## src/rtl/tw_master_pkg.sv

```systemverilog
package tw_master_pkg;

  typedef enum logic [1:0] {
    ST_IDLE = 2'd0,
    ST_LOW  = 2'd1,
    ST_HIGH = 2'd2,
    ST_GAP  = 2'd3
  } busState_t;

  // Strobes from control to datapath
  typedef struct packed {
    logic load;     // capture packet fields
    logic shift;    // advance transmit register at a falling edge
    logic capture;  // sample sdaIn into receive register
    logic commit;   // last read bit: publish the received word
  } dpStrobe_t;

endpackage

```

## src/rtl/tw_master_datapath.sv

```systemverilog
module tw_master_datapath
  import tw_master_pkg::*;
#(
  parameter int ADDR_W = 8,
  parameter int CMD_W  = 8,
  parameter int DATA_W = 16
) (
  input  logic              clk,
  input  logic              rstN,
  input  dpStrobe_t         strobe,
  input  logic [ADDR_W-1:0] addr,
  input  logic [CMD_W-1:0]  cmd,
  input  logic [DATA_W-1:0] wrData,
  input  logic              sdaIn,
  output logic              sdaOut,
  output logic [DATA_W-1:0] rdData
);
  localparam int FRAME_W = ADDR_W + CMD_W + DATA_W;

  logic [FRAME_W-1:0] txShift;
  logic [DATA_W-1:0]  rxShift;

  always_ff @(posedge clk) begin
    if (!rstN) begin
      txShift <= '0;
      rxShift <= '0;
      rdData  <= '0;
    end else begin
      if (strobe.load)
        txShift <= {addr, cmd, wrData};
      else if (strobe.shift)
        txShift <= {txShift[FRAME_W-2:0], 1'b0};
      if (strobe.capture)
        rxShift <= {rxShift[DATA_W-2:0], sdaIn};
      if (strobe.commit)
        rdData <= {rxShift[DATA_W-2:0], sdaIn};
    end
  end

  assign sdaOut = txShift[FRAME_W-1];

  // read word only moves when control commits a read
  p_rd_hold_r11: assert property (@(posedge clk) disable iff (!rstN)
    !strobe.commit |=> $stable(rdData));

endmodule

```

## src/rtl/tw_master_ctrl.sv

```systemverilog
module tw_master_ctrl
  import tw_master_pkg::*;
#(
  parameter int HALF_PERIOD = 4,
  parameter int IDLE_HALVES = 8,
  parameter int FRAME_W     = 32,
  parameter int HDR_W       = 16
) (
  input  logic      clk,
  input  logic      rstN,
  input  logic      start,
  input  logic      readReq,
  output logic      sclk,
  output logic      sdaOe,
  output logic      busy,
  output logic      done,
  output dpStrobe_t strobe
);
  localparam int GAP_CYC = IDLE_HALVES * HALF_PERIOD;
  localparam int HC_W    = $clog2(HALF_PERIOD + 1);
  localparam int GC_W    = $clog2(GAP_CYC + 1);
  localparam int BC_W    = $clog2(FRAME_W);

  busState_t       state;
  logic [HC_W-1:0] halfCnt;
  logic [GC_W-1:0] gapCnt;
  logic [BC_W-1:0] bitCnt;
  logic            isRead;
  logic            halfEnd, lastBit, inReply, fallEdge;

  assign halfEnd  = (halfCnt == HC_W'(HALF_PERIOD - 1));
  assign lastBit  = (bitCnt == BC_W'(FRAME_W - 1));
  assign inReply  = isRead && (bitCnt >= BC_W'(HDR_W));
  assign fallEdge = (state == ST_HIGH) && halfEnd;

  always_ff @(posedge clk) begin
    if (!rstN) begin
      state   <= ST_IDLE;
      halfCnt <= '0;
      gapCnt  <= '0;
      bitCnt  <= '0;
      isRead  <= 1'b0;
      done    <= 1'b0;
    end else begin
      done <= 1'b0;
      case (state)
        ST_IDLE: if (start) begin
          state   <= ST_LOW;
          halfCnt <= '0;
          bitCnt  <= '0;
          isRead  <= readReq;
        end
        ST_LOW: begin
          if (halfEnd) begin
            state   <= ST_HIGH;
            halfCnt <= '0;
          end else begin
            halfCnt <= halfCnt + HC_W'(1);
          end
        end
        ST_HIGH: begin
          if (halfEnd) begin
            halfCnt <= '0;
            if (lastBit) begin
              state  <= ST_GAP;
              gapCnt <= '0;
              done   <= 1'b1;
            end else begin
              bitCnt <= bitCnt + BC_W'(1);
              state  <= ST_LOW;
            end
          end else begin
            halfCnt <= halfCnt + HC_W'(1);
          end
        end
        ST_GAP: begin
          if (gapCnt == GC_W'(GAP_CYC - 1)) state <= ST_IDLE;
          else gapCnt <= gapCnt + GC_W'(1);
        end
        default: state <= ST_IDLE;
      endcase
    end
  end

  always_comb begin
    sclk           = (state == ST_HIGH);
    sdaOe          = ((state == ST_LOW) || (state == ST_HIGH)) && !inReply;
    busy           = (state != ST_IDLE);
    strobe.load    = (state == ST_IDLE) && start;
    strobe.shift   = fallEdge;
    strobe.capture = fallEdge && inReply;
    strobe.commit  = fallEdge && inReply && lastBit;
  end

  // done is a single-cycle pulse
  p_done_pulse_r7: assert property (@(posedge clk) disable iff (!rstN)
    done |=> !done);
  // packet ends with clock low and line released
  p_done_released_r8: assert property (@(posedge clk) disable iff (!rstN)
    done |-> (!sclk && !sdaOe && busy));
  // an accepted start raises busy on the next cycle
  p_start_busy_r7: assert property (@(posedge clk) disable iff (!rstN)
    (start && !busy) |=> busy);

endmodule

```

## src/rtl/tw_packet_master.sv

```systemverilog
module tw_packet_master
  import tw_master_pkg::*;
#(
  parameter int HALF_PERIOD = 4,
  parameter int IDLE_HALVES = 8,
  parameter int ADDR_W      = 8,
  parameter int CMD_W       = 8,
  parameter int DATA_W      = 16
) (
  input  logic              clk,
  input  logic              rstN,
  input  logic              start,
  input  logic [ADDR_W-1:0] addr,
  input  logic [CMD_W-1:0]  cmd,
  input  logic [DATA_W-1:0] wrData,
  output logic              busy,
  output logic              done,
  output logic [DATA_W-1:0] rdData,
  output logic              sclk,
  output logic              sdaOut,
  output logic              sdaOe,
  input  logic              sdaIn
);
  localparam int HDR_W   = ADDR_W + CMD_W;
  localparam int FRAME_W = HDR_W + DATA_W;

  dpStrobe_t strobe;

  tw_master_ctrl #(
    .HALF_PERIOD(HALF_PERIOD),
    .IDLE_HALVES(IDLE_HALVES),
    .FRAME_W    (FRAME_W),
    .HDR_W      (HDR_W)
  ) i_ctrl (
    .clk    (clk),
    .rstN   (rstN),
    .start  (start),
    .readReq(cmd[CMD_W-1]),
    .sclk   (sclk),
    .sdaOe  (sdaOe),
    .busy   (busy),
    .done   (done),
    .strobe (strobe)
  );

  tw_master_datapath #(
    .ADDR_W(ADDR_W),
    .CMD_W (CMD_W),
    .DATA_W(DATA_W)
  ) i_dp (
    .clk   (clk),
    .rstN  (rstN),
    .strobe(strobe),
    .addr  (addr),
    .cmd   (cmd),
    .wrData(wrData),
    .sdaIn (sdaIn),
    .sdaOut(sdaOut),
    .rdData(rdData)
  );

  // data wire settled before the clock rises
  p_rise_setup_r5: assert property (@(posedge clk) disable iff (!rstN)
    $rose(sclk) |-> ($stable(sdaOut) && $stable(sdaOe)));
  // data wire holds through the high phase
  p_high_stable_r5: assert property (@(posedge clk) disable iff (!rstN)
    (sclk && $past(sclk)) |-> ($stable(sdaOut) && $stable(sdaOe)));

endmodule

```

## config.mk

```make
export PLATFORM = sky130hd
export DESIGN_NAME = tw_packet_master
export DESIGN_NICKNAME = d
export VERILOG_FILES = /design/src/rtl/tw_master_pkg.sv /design/src/rtl/tw_master_datapath.sv /design/src/rtl/tw_master_ctrl.sv /design/src/rtl/tw_packet_master.sv
export SDC_FILE = /design/constraint.sdc
export NUM_CORES = 1
export LEC_CHECK = 0
export BUFFER_PORTS_ARGS = -buffer_cell sky130_fd_sc_hd__buf_2
export CAP_MARGIN = 20
export CORE_ASPECT_RATIO = 0.6
export CORE_MARGIN = 10
export CORE_UTILIZATION = 60
export DETAILED_ROUTE_END_ITERATION = 6
export PLACE_DENSITY = 0.89
export SLEW_MARGIN = 5
export SYNTH_ARGS = -nofsm -noshare
export SYNTH_HDL_FRONTEND = slang
export SYNTH_SLANG_ARGS = --single-unit
```

## constraint.sdc

```tcl
create_clock -name clk -period 5.08 [get_ports clk]
set_input_delay 0.508 -clock clk [delete_from_list [all_inputs] [get_ports clk]]
set_output_delay 0.508 -clock clk [all_outputs]
set_load 0.01 [all_outputs]
```

== Yosys cells after proc, flatten, opt, wreduce, memory -nomap -nowiden ==
Cells that the tools add are included.

* Word-level logic and storage cells: 67
* Bits in registers: 81
* Input port bits: 36

* Magnitude comparators: 1
* $add $sub $neg: 3
* Reduce and logical (&&, ||, !) cells: 21
* Equal/unequal tests: 13
* Muxes and demuxes: 20

{| class="wikitable"
|+ Operator list
! kind !! number
|-
| 32-bit two-way mux || 2
|-
| 6-bit two-way mux || 3
|-
| 5-bit two-way mux || 3
|-
| 6-bit one-hot mux with 2 select lines || 1
|-
| 4-bit AND reduction || 3
|-
| 2-bit two-way mux || 5
|-
| 5-bit one-hot mux with 2 select lines || 1
|-
| 2-bit nonzero test || 5
|-
| 2-bit by 1-bit != test with 1-bit output, second input constant || 4
|-
| 2-bit one-hot mux with 4 select lines || 1
|-
| 6-bit by 1-bit adder with 6-bit output, second input constant || 1
|-
| 6-bit by 5-bit equality test with 1-bit output, second input constant || 1
|-
| 1-bit logical AND || 6
|-
| 3-bit two-way mux || 2
|-
| 2-bit != test, second input constant || 3
|-
| 3-bit one-hot mux with 2 select lines || 1
|-
| 5-bit by 1-bit adder with 5-bit output, second input constant || 1
|-
| 5-bit equality test, second input constant || 1
|-
| 5-bit greater-or-equal comparator, second input constant || 1
|-
| 2-bit equality test, second input constant || 2
|-
| 2-bit AND reduction || 2
|-
| 3-bit by 1-bit adder with 3-bit output, second input constant || 1
|-
| 3-bit by 2-bit equality test with 1-bit output, second input constant || 1
|-
| 3-bit AND reduction || 1
|-
| other kinds (6) || 6
|}

== Logic depth before layout (Yosys ltp) ==
Gate-level depths: netlist of the first run.

* Depth after elaboration: 4
* Depth in mapped cells: 10
* Depth with buffers taken out: 7

== Modules after synthesis ==
Synthesis of the first run repeated with hierarchy kept, for this count alone.

* Cells, all modules: 363
* Area total of the unflattened synthesis: 3957.5 µm²

{| class="wikitable"
|+ By module, submodules not included
! module !! cells each !! times used !! seq. area each (µm²) !! area each (µm²)
|-
| tw_master_datapath || 242 || 1 || 1261.2 || 2926.6
|-
| tw_master_ctrl || 121 || 1 || 360.3 || 1031.0
|}

== Least setup slack after synthesis of the first run ==
Ideal clock, no wire load.

* Path type: register -> register
* From: reg i_ctrl.bitCnt[0]
* To: reg i_ctrl.bitCnt[3]
* Period minus slack after synthesis: 2333 ps
* Slack: 2747 ps
* Buffers on the path: 1
* Data arrival time: 2258 ps
* Stages on the path, launching flop included: 9
* Path through: dfxtp_1 > ha_1 > and3_1 > ha_1 > buf_6 > or3b_4 > a211o_1 > or4_1 > o21ai_0

* Longest elaborated chain between the ends: 4

{| class="wikitable"
|+ Ends and longest elaborated chain
! what !! RTL line !! text
|-
| start, declared || tw_master_ctrl.sv:27 || <nowiki>logic [BC_W-1:0] bitCnt;</nowiki>
|-
| start signal, assigned || tw_master_ctrl.sv:69 || <nowiki>bitCnt <= bitCnt + BC_W'(1);</nowiki>
|-
| 5-bit by 1-bit adder with 5-bit output || tw_master_ctrl.sv:69 ||
|-
| 5-bit two-way mux || tw_master_ctrl.sv:64 || <nowiki>if (lastBit) begin</nowiki>
|-
| 5-bit two-way mux || tw_master_ctrl.sv:62 || <nowiki>if (halfEnd) begin</nowiki>
|-
| 5-bit one-hot mux with 2 select lines || tw_master_ctrl.sv:46 || <nowiki>case (state)</nowiki>
|}

Several ways; a longest one is shown, not always the timed one. The select of a mux whose other input is x is not followed.
A chain may end at the register's enable or synchronous reset.

== Final worst setup path of the first run ==
Same ends and word-level chain as after synthesis.

==> results.sh, run 1 <==
export IMPL_syn_area_per_cell_um2=7.90
export IMPL_die_x_um=119
export IMPL_antenna_left=0
export IMPL_post_cts_resized=0
export IMPL_vdd_ir_drop_max_uv=217
export IMPL_grt_pass1_wl_um=14800
export IMPL_synth_edff_count=0
export IMPL_power_density_nw_per_um2=416
export IMPL_cp_num_cells=7
export IMPL_start_kind="flop"
export IMPL_synthTopCellsByArea="dfxtp_1, nand2_1, a311oi_1"
export IMPL_cts_tree="built"
export IMPL_synthArstFlopShare=0
export IMPL_synth_area_um2=3510
export IMPL_status="finished clean"
export IMPL_synth_flop_cell="dfxtp_1"
export IMPL_hp_class="in -> reg"
export IMPL_root_buffer="clkbuf_8"
export IMPL_clkLatencyLatePin_ns=0.35
export IMPL_crit_path_top_delay_cell="or3b_4"
export IMPL_antenna_found_initial=0
export IMPL_grt_pass1_vias=3141
export IMPL_setup_viol=0
export IMPL_synth_warnings=0
export IMPL_crit_path_end_kind="flop"
export IMPL_slew_violations=0
export IMPL_drive_above_1_share=0.176
export IMPL_portBuffers=56
export IMPL_rsz0062_at_grt="no"
export IMPL_rrSetupSlack_ns=2.32
export IMPL_htree_num_levels=3
export IMPL_cts_setup_buffers=0
export IMPL_r2r_start="i_ctrl.bitCnt[0]"
export IMPL_worstMarginPinSlew_ns=0.744
export IMPL_clk_pin_slew_ns=0.07
export IMPL_track_usage=0.186
export IMPL_routed_via_density=5.97
export IMPL_maxCapViolCount=0
export IMPL_grt_max_degree=66
export IMPL_crit_top_cell="ha_1"
export IMPL_first_pass_iters=5
export IMPL_final_setup_skew_ns=0.00694
export IMPL_initial_core_util=0.624
export IMPL_yosysSeqAreaShare=0.462
export IMPL_path_cells="ha_1 -> and3_1 -> ha_1 -> or3b_4 -> a211o_1 -> or4_1 -> o21ai_0"
export IMPL_grt_overflow_total=0
export IMPL_min_period_ns=2.76
export IMPL_drt_total_wl_um=8870
export IMPL_die_h_um=79.2
export IMPL_hold_depth=3
export IMPL_fin_crit_sh=0.543
export IMPL_routedWlPerCell_um=15.7
export IMPL_hold_violations=0
export IMPL_dp_hpwl_um=5770
export IMPL_numCtsBuffers=9
export IMPL_setup_tns_ns=0
export IMPL_cts_sinks=81
export IMPL_p_leak_nw=1.52
export IMPL_post_route_drc_count=0
export IMPL_yosysTopAreaCell="dfxtp_1"
export IMPL_synth_cell_types=36
export IMPL_worst_endpoint_required_ns=5.36
export IMPL_fmax_mhz=363
export IMPL_cp_max_fo=19
export IMPL_num_rows=21
export IMPL_cp_endpoint="i_ctrl.bitCnt[3]"
export IMPL_cts_hold_repair_buffers=0
export IMPL_worstPathArrival_ns=3.04
export IMPL_worstSetupPathType="reg -> reg"
export IMPL_finalNetCount=524
export IMPL_reg2regPathDepth=7
export IMPL_synth_top_cell_area_share=0.462
export IMPL_max_slew_margin=0.504
export IMPL_synth_cells=444
export IMPL_cts_buffer_depth=2
export IMPL_ys_ff_latch=81
export IMPL_synth_nets=489
export IMPL_ioPinCount=57
export IMPL_synthToLayoutAreaGrowth_pct=15.0
export IMPL_vias=3365
export IMPL_gp_congestion=0.788
export IMPL_drtIter0Drc=375
export IMPL_rr_endpoint="i_ctrl.bitCnt[3]"
export IMPL_crit_buf_inv=0
export IMPL_startpoint="i_ctrl.bitCnt[0]"
export IMPL_core_area_um2=5620
export IMPL_power_mw=1.68
export IMPL_num_antenna_cells=0
export IMPL_path_delay_family="simple AND/OR/NAND/NOR gates"
export IMPL_fp_dieArea_um2=9410
export IMPL_crit_path_max_incr_delay_ns=0.51
==> state kept, by name (all words and copies together) (netlist names) <==
name            flops
i_dp.txShift       32
i_dp.rdData        16
i_ctrl.bitCnt       5
i_ctrl.gapCnt       6
i_ctrl.isRead       1
i_dp.rxShift       15
i_ctrl.halfCnt      3
i_ctrl.done         1
i_ctrl.state        2
==> worst min-delay path by stage <==
stage / from / endpoint / slack [ns]
after floorplan: i_dp.rxShift[14] / i_dp.rxShift[14] / 0.44
after global placement: i_dp.rdData[13] / i_dp.rdData[13] / 0.44
after detailed placement: i_dp.rdData[2] / i_dp.rdData[2] / 0.44
after CTS: sdaIn / i_dp.rxShift[0] / 0.41
after global routing: wrData[10] / i_dp.txShift[10] / 0.42
final: sdaIn / i_dp.rxShift[0] / 0.42
==> cell families after synthesis <==
group                      count (synthesis)  synth area share
DFF                                       81             0.462
and+or+nand+nor                          211             0.270
muxes                                      1           0.00321
adders and majority gates                  9            0.0321
buffers and inverters                     45            0.0503
AOI/OAI and AO/OA                         97             0.182
==> power breakdown <==
group / internal, mW / switching [mW] / total [mW]
Sequential: 0.713 / 0.0458 / 0.759
Clock: 0.305 / 0.217 / 0.522
Combinational: 0.146 / 0.254 / 0.400
==> area by class of cell <==
class,count,area [um^2]
well taps,80,100
fillers,434,1590
flip-flops and latches,81,1620
multi-input cells,318,1720
clock buffers,14,163
clock inverters,2,60.1
repair buffers,62,345
inverters,7,26.3
==> routing by layer <==
layer  global-route usage  vias to the layer above  wire length [um]
met2                0.285                      139              4280
met1                0.236                     1576              3820
met5                    0                        -                 0
li1                     -                     1638                 -
met3               0.0678                       12               676
met4               0.0667                        0                84
==> cells in the mapped netlist, types with 2 or more instances <==
| library cell | number |
|---|---|
| ha_1 | 9 |
| clkbuf_1 | 33 |
| nand3b_1 | 3 |
| nand4_1 | 3 |
| or3_1 | 2 |
| o21a_1 | 2 |
| o21ai_0 | 6 |
| and4bb_2 | 2 |
| inv_1 | 7 |
| nor3_1 | 3 |
| and3_1 | 2 |
| a311oi_1 | 31 |
| buf_1 | 4 |
| nand3_1 | 52 |
| nor2b_1 | 4 |
| nand2b_1 | 2 |
| dfxtp_1 | 81 |
| nor2_1 | 43 |
| a31oi_1 | 2 |
| nand2_1 | 88 |
| o22ai_1 | 2 |
| a32oi_1 | 2 |
| a21oi_1 | 46 |
| o211ai_1 | 2 |
| and2_1 | 2 |
==> worst reg2reg max path, cell delays in order, from the launching register on <==
cell and delay (ns):
dfxtp_1 0.36, ha_1 0.23, and3_1 0.20, ha_1 0.45, or3b_4 0.51, a211o_1 0.38, or4_1 0.48, o21ai_0 0.08
==> stage by stage <==
step                      hold slack (ns)  instance area (um^2)  setup slack [ns]  std cells   util
after global placement              0.441                  3780              2.51        546  0.672
final                               0.421                  4040              2.32        564  0.718
after detailed placement            0.445                  3780              2.42        546  0.672
after floorplan                     0.437                  3510              2.75        444      -
after global routing                0.424                  4040              2.21        564  0.718
after CTS                           0.415                  4000              2.40        562  0.711
==> placed cells by master, fill, tap and decap left out, types with 3 or more instances in the layout <==
master	count
buf_2	56
o21ai_0	6
nor2b_1	3
buf_4	4
a311oi_1	31
inv_1	6
dfxtp_1	81
clkbuf_8	11
nand3b_1	3
clkbuf_1	3
a21oi_1	46
ha_1	9
nor3_1	3
nand4_1	3
nor2_1	42
nand3_1	52
nand2_1	87
No activity file was read; power rests on OpenSTA's default activity.
==> run 2, diff against run 1 <==
Settings changed: CORE_UTILIZATION 60 to 56, PLACE_DENSITY 0.89 to 0.84.
Clock period 5.08 ns to 2.7 ns, I/O delays scaled along.
==> run 2 against run 1 <==
Against the previous run: combinational power rose by 81%; non-clock buffer count rose by 3; sequential power rose by 88%; hold slack got worse by 0.23 ns; first-iteration DRC count fell by 18%; cell area rose by 0.37%; largest cell class unchanged; register-to-register slack got worse by 2.0 ns; clock-buffer cell count fell by 3; critical endpoint unchanged.
==> results.sh, run 2 (same netlist as run 1, synthesis figures left out) <==
export IMPL_htree_num_levels=3
export IMPL_p_leak_nw=1.53
export IMPL_fin_crit_sh=0.876
export IMPL_finalNetCount=527
export IMPL_portBuffers=56
export IMPL_top_register="i_dp.txShift"
export IMPL_cp_endpoint="i_ctrl.bitCnt[3]"
export IMPL_die_x_um=122
export IMPL_first_pass_iters=5
export IMPL_die_h_um=81.3
export IMPL_worstMarginPinSlew_ns=0.571
export IMPL_clk_pin_slew_ns=0.08
export IMPL_cts_tree="built"
export IMPL_grt_pass1_wl_um=14300
export IMPL_antenna_found_initial=0
export IMPL_hold_violations=0
export IMPL_worstSetupPathType="reg -> reg"
export IMPL_largest_reg_flops=32
export IMPL_maxCapViolCount=0
export IMPL_clkLatencyLatePin_ns=0.35
export IMPL_most_common_layout_cells="nand2_1, dfxtp_1, buf_2, nand3_1, a21oi_1"
export IMPL_crit_path_end_kind="flop"
export IMPL_drtIter0Drc=306
export IMPL_reg_top3="i_dp.txShift (32), i_dp.rdData (16), i_dp.rxShift (15)"
export IMPL_cts_buffer_depth=2
export IMPL_cts_sinks=81
export IMPL_worst_endpoint_required_ns=2.98
export IMPL_initial_core_util=0.577
export IMPL_hp_class="in -> reg"
export IMPL_start_kind="flop"
export IMPL_core_area_um2=6080
export IMPL_grt_pass1_vias=3090
export IMPL_rr_endpoint="i_ctrl.bitCnt[3]"
export IMPL_r2r_start="i_ctrl.bitCnt[0]"
export IMPL_final_setup_skew_ns=0.00541
export IMPL_worstPathArrival_ns=2.64
export IMPL_slew_violations=0
export IMPL_synthToLayoutAreaGrowth_pct=15.4
export IMPL_numCtsBuffers=9
export IMPL_grt_max_degree=65
export IMPL_grt_overflow_total=0
export IMPL_fp_dieArea_um2=9940
export IMPL_post_cts_resized=0
export IMPL_vias=3263
export IMPL_track_usage=0.174
export IMPL_post_route_drc_count=0
export IMPL_setup_viol=0
export IMPL_startpoint="i_ctrl.bitCnt[0]"
export IMPL_drive_above_1_share=0.183
export IMPL_routed_via_density=5.71
export IMPL_fmax_mhz=423
export IMPL_rrSetupSlack_ns=0.34
export IMPL_rsz0062_at_grt="no"
export IMPL_root_buffer="clkbuf_8"
export IMPL_cp_max_fo=7
export IMPL_power_mw=3.13
export IMPL_routedWlPerCell_um=15.0
export IMPL_final_common_cell="nand2_1"
export IMPL_ioPinCount=57
export IMPL_cts_hold_repair_buffers=0
export IMPL_drt_total_wl_um=8580
export IMPL_max_slew_margin=0.619
export IMPL_status="finished clean"
export IMPL_num_rows=22
export IMPL_min_period_ns=2.36
export IMPL_nFillCells=534
export IMPL_power_density_nw_per_um2=772
export IMPL_reg2regPathDepth=7
export IMPL_cts_setup_buffers=0
export IMPL_setup_tns_ns=0
export IMPL_dp_hpwl_um=5750
export IMPL_num_antenna_cells=0
export IMPL_vdd_ir_drop_max_uv=388
export IMPL_hold_slack_ns=0.191
export IMPL_antenna_left=0
export IMPL_gp_congestion=0.922
-- run 2: per-layer routing --
layer | part of all wire | global-route usage | vias to the layer above
met5 | 0 | 0 | -
met1 | 0.47 | 0.221 | 1519
met4 | 0.0064 | 0.0504 | 0
met2 | 0.46 | 0.282 | 97
li1 | - | - | 1641
met3 | 0.061 | 0.0533 | 6
-- run 2: worst min path at each step --
stage | startpoint | endpoint | slack, ns | cells past startpoint
2_1_floorplan | sdaIn | i_dp.rxShift[0] | 0.41 | 2
4_1_cts | sdaIn | i_dp.rxShift[0] | 0.17 | 3
3_3_place_gp | i_dp.rdData[14] | i_dp.rdData[14] | 0.44 | 2
5_1_grt | sdaIn | i_dp.rxShift[0] | 0.16 | 3
6_report | sdaIn | i_dp.rxShift[0] | 0.19 | 3
3_5_place_dp | i_dp.rdData[6] | i_dp.rdData[6] | 0.44 | 2
-- run 2: stage by stage --
stage / area [um^2] / cells / util / setup slack [ns]
floorplan: 3510 / 444 / - / 0.367
global placement: 3830 / 555 / 0.630 / 0.433
detailed placement: 3830 / 555 / 0.630 / 0.360
CTS: 4050 / 571 / 0.666 / 0.351
global route: 4050 / 571 / 0.666 / 0.247
finish: 4050 / 571 / 0.666 / 0.336
-- run 2: critical path: stages, from the launching register on --
cell and delay [ns]:
dfxtp_1 0.34, ha_1 0.22, and3_1 0.20, ha_1 0.19, or3b_4 0.40, a211o_1 0.38
or4_1 0.49, o21ai_0 0.08
-- run 2: power by group --
group          leakage, nW  internal (mW)  total [mW]  switching (mW)
Clock                0.113          0.545       0.976           0.431
Combinational        0.760          0.264       0.723           0.460
Sequential           0.660           1.34        1.43          0.0851
-- run 2: cell type report --
type / instances / area, um^2 / area share
multi-input cells: 318 / 1720 / 0.424
flip-flops and latches: 81 / 1620 / 0.400
repair buffers: 65 / 360 / 0.0890
clock buffers: 11 / 141 / 0.0349
well taps: 84 / 105 / 0.0260
clock inverters: 5 / 78.8 / 0.0195
inverters: 7 / 26.3 / 0.00649
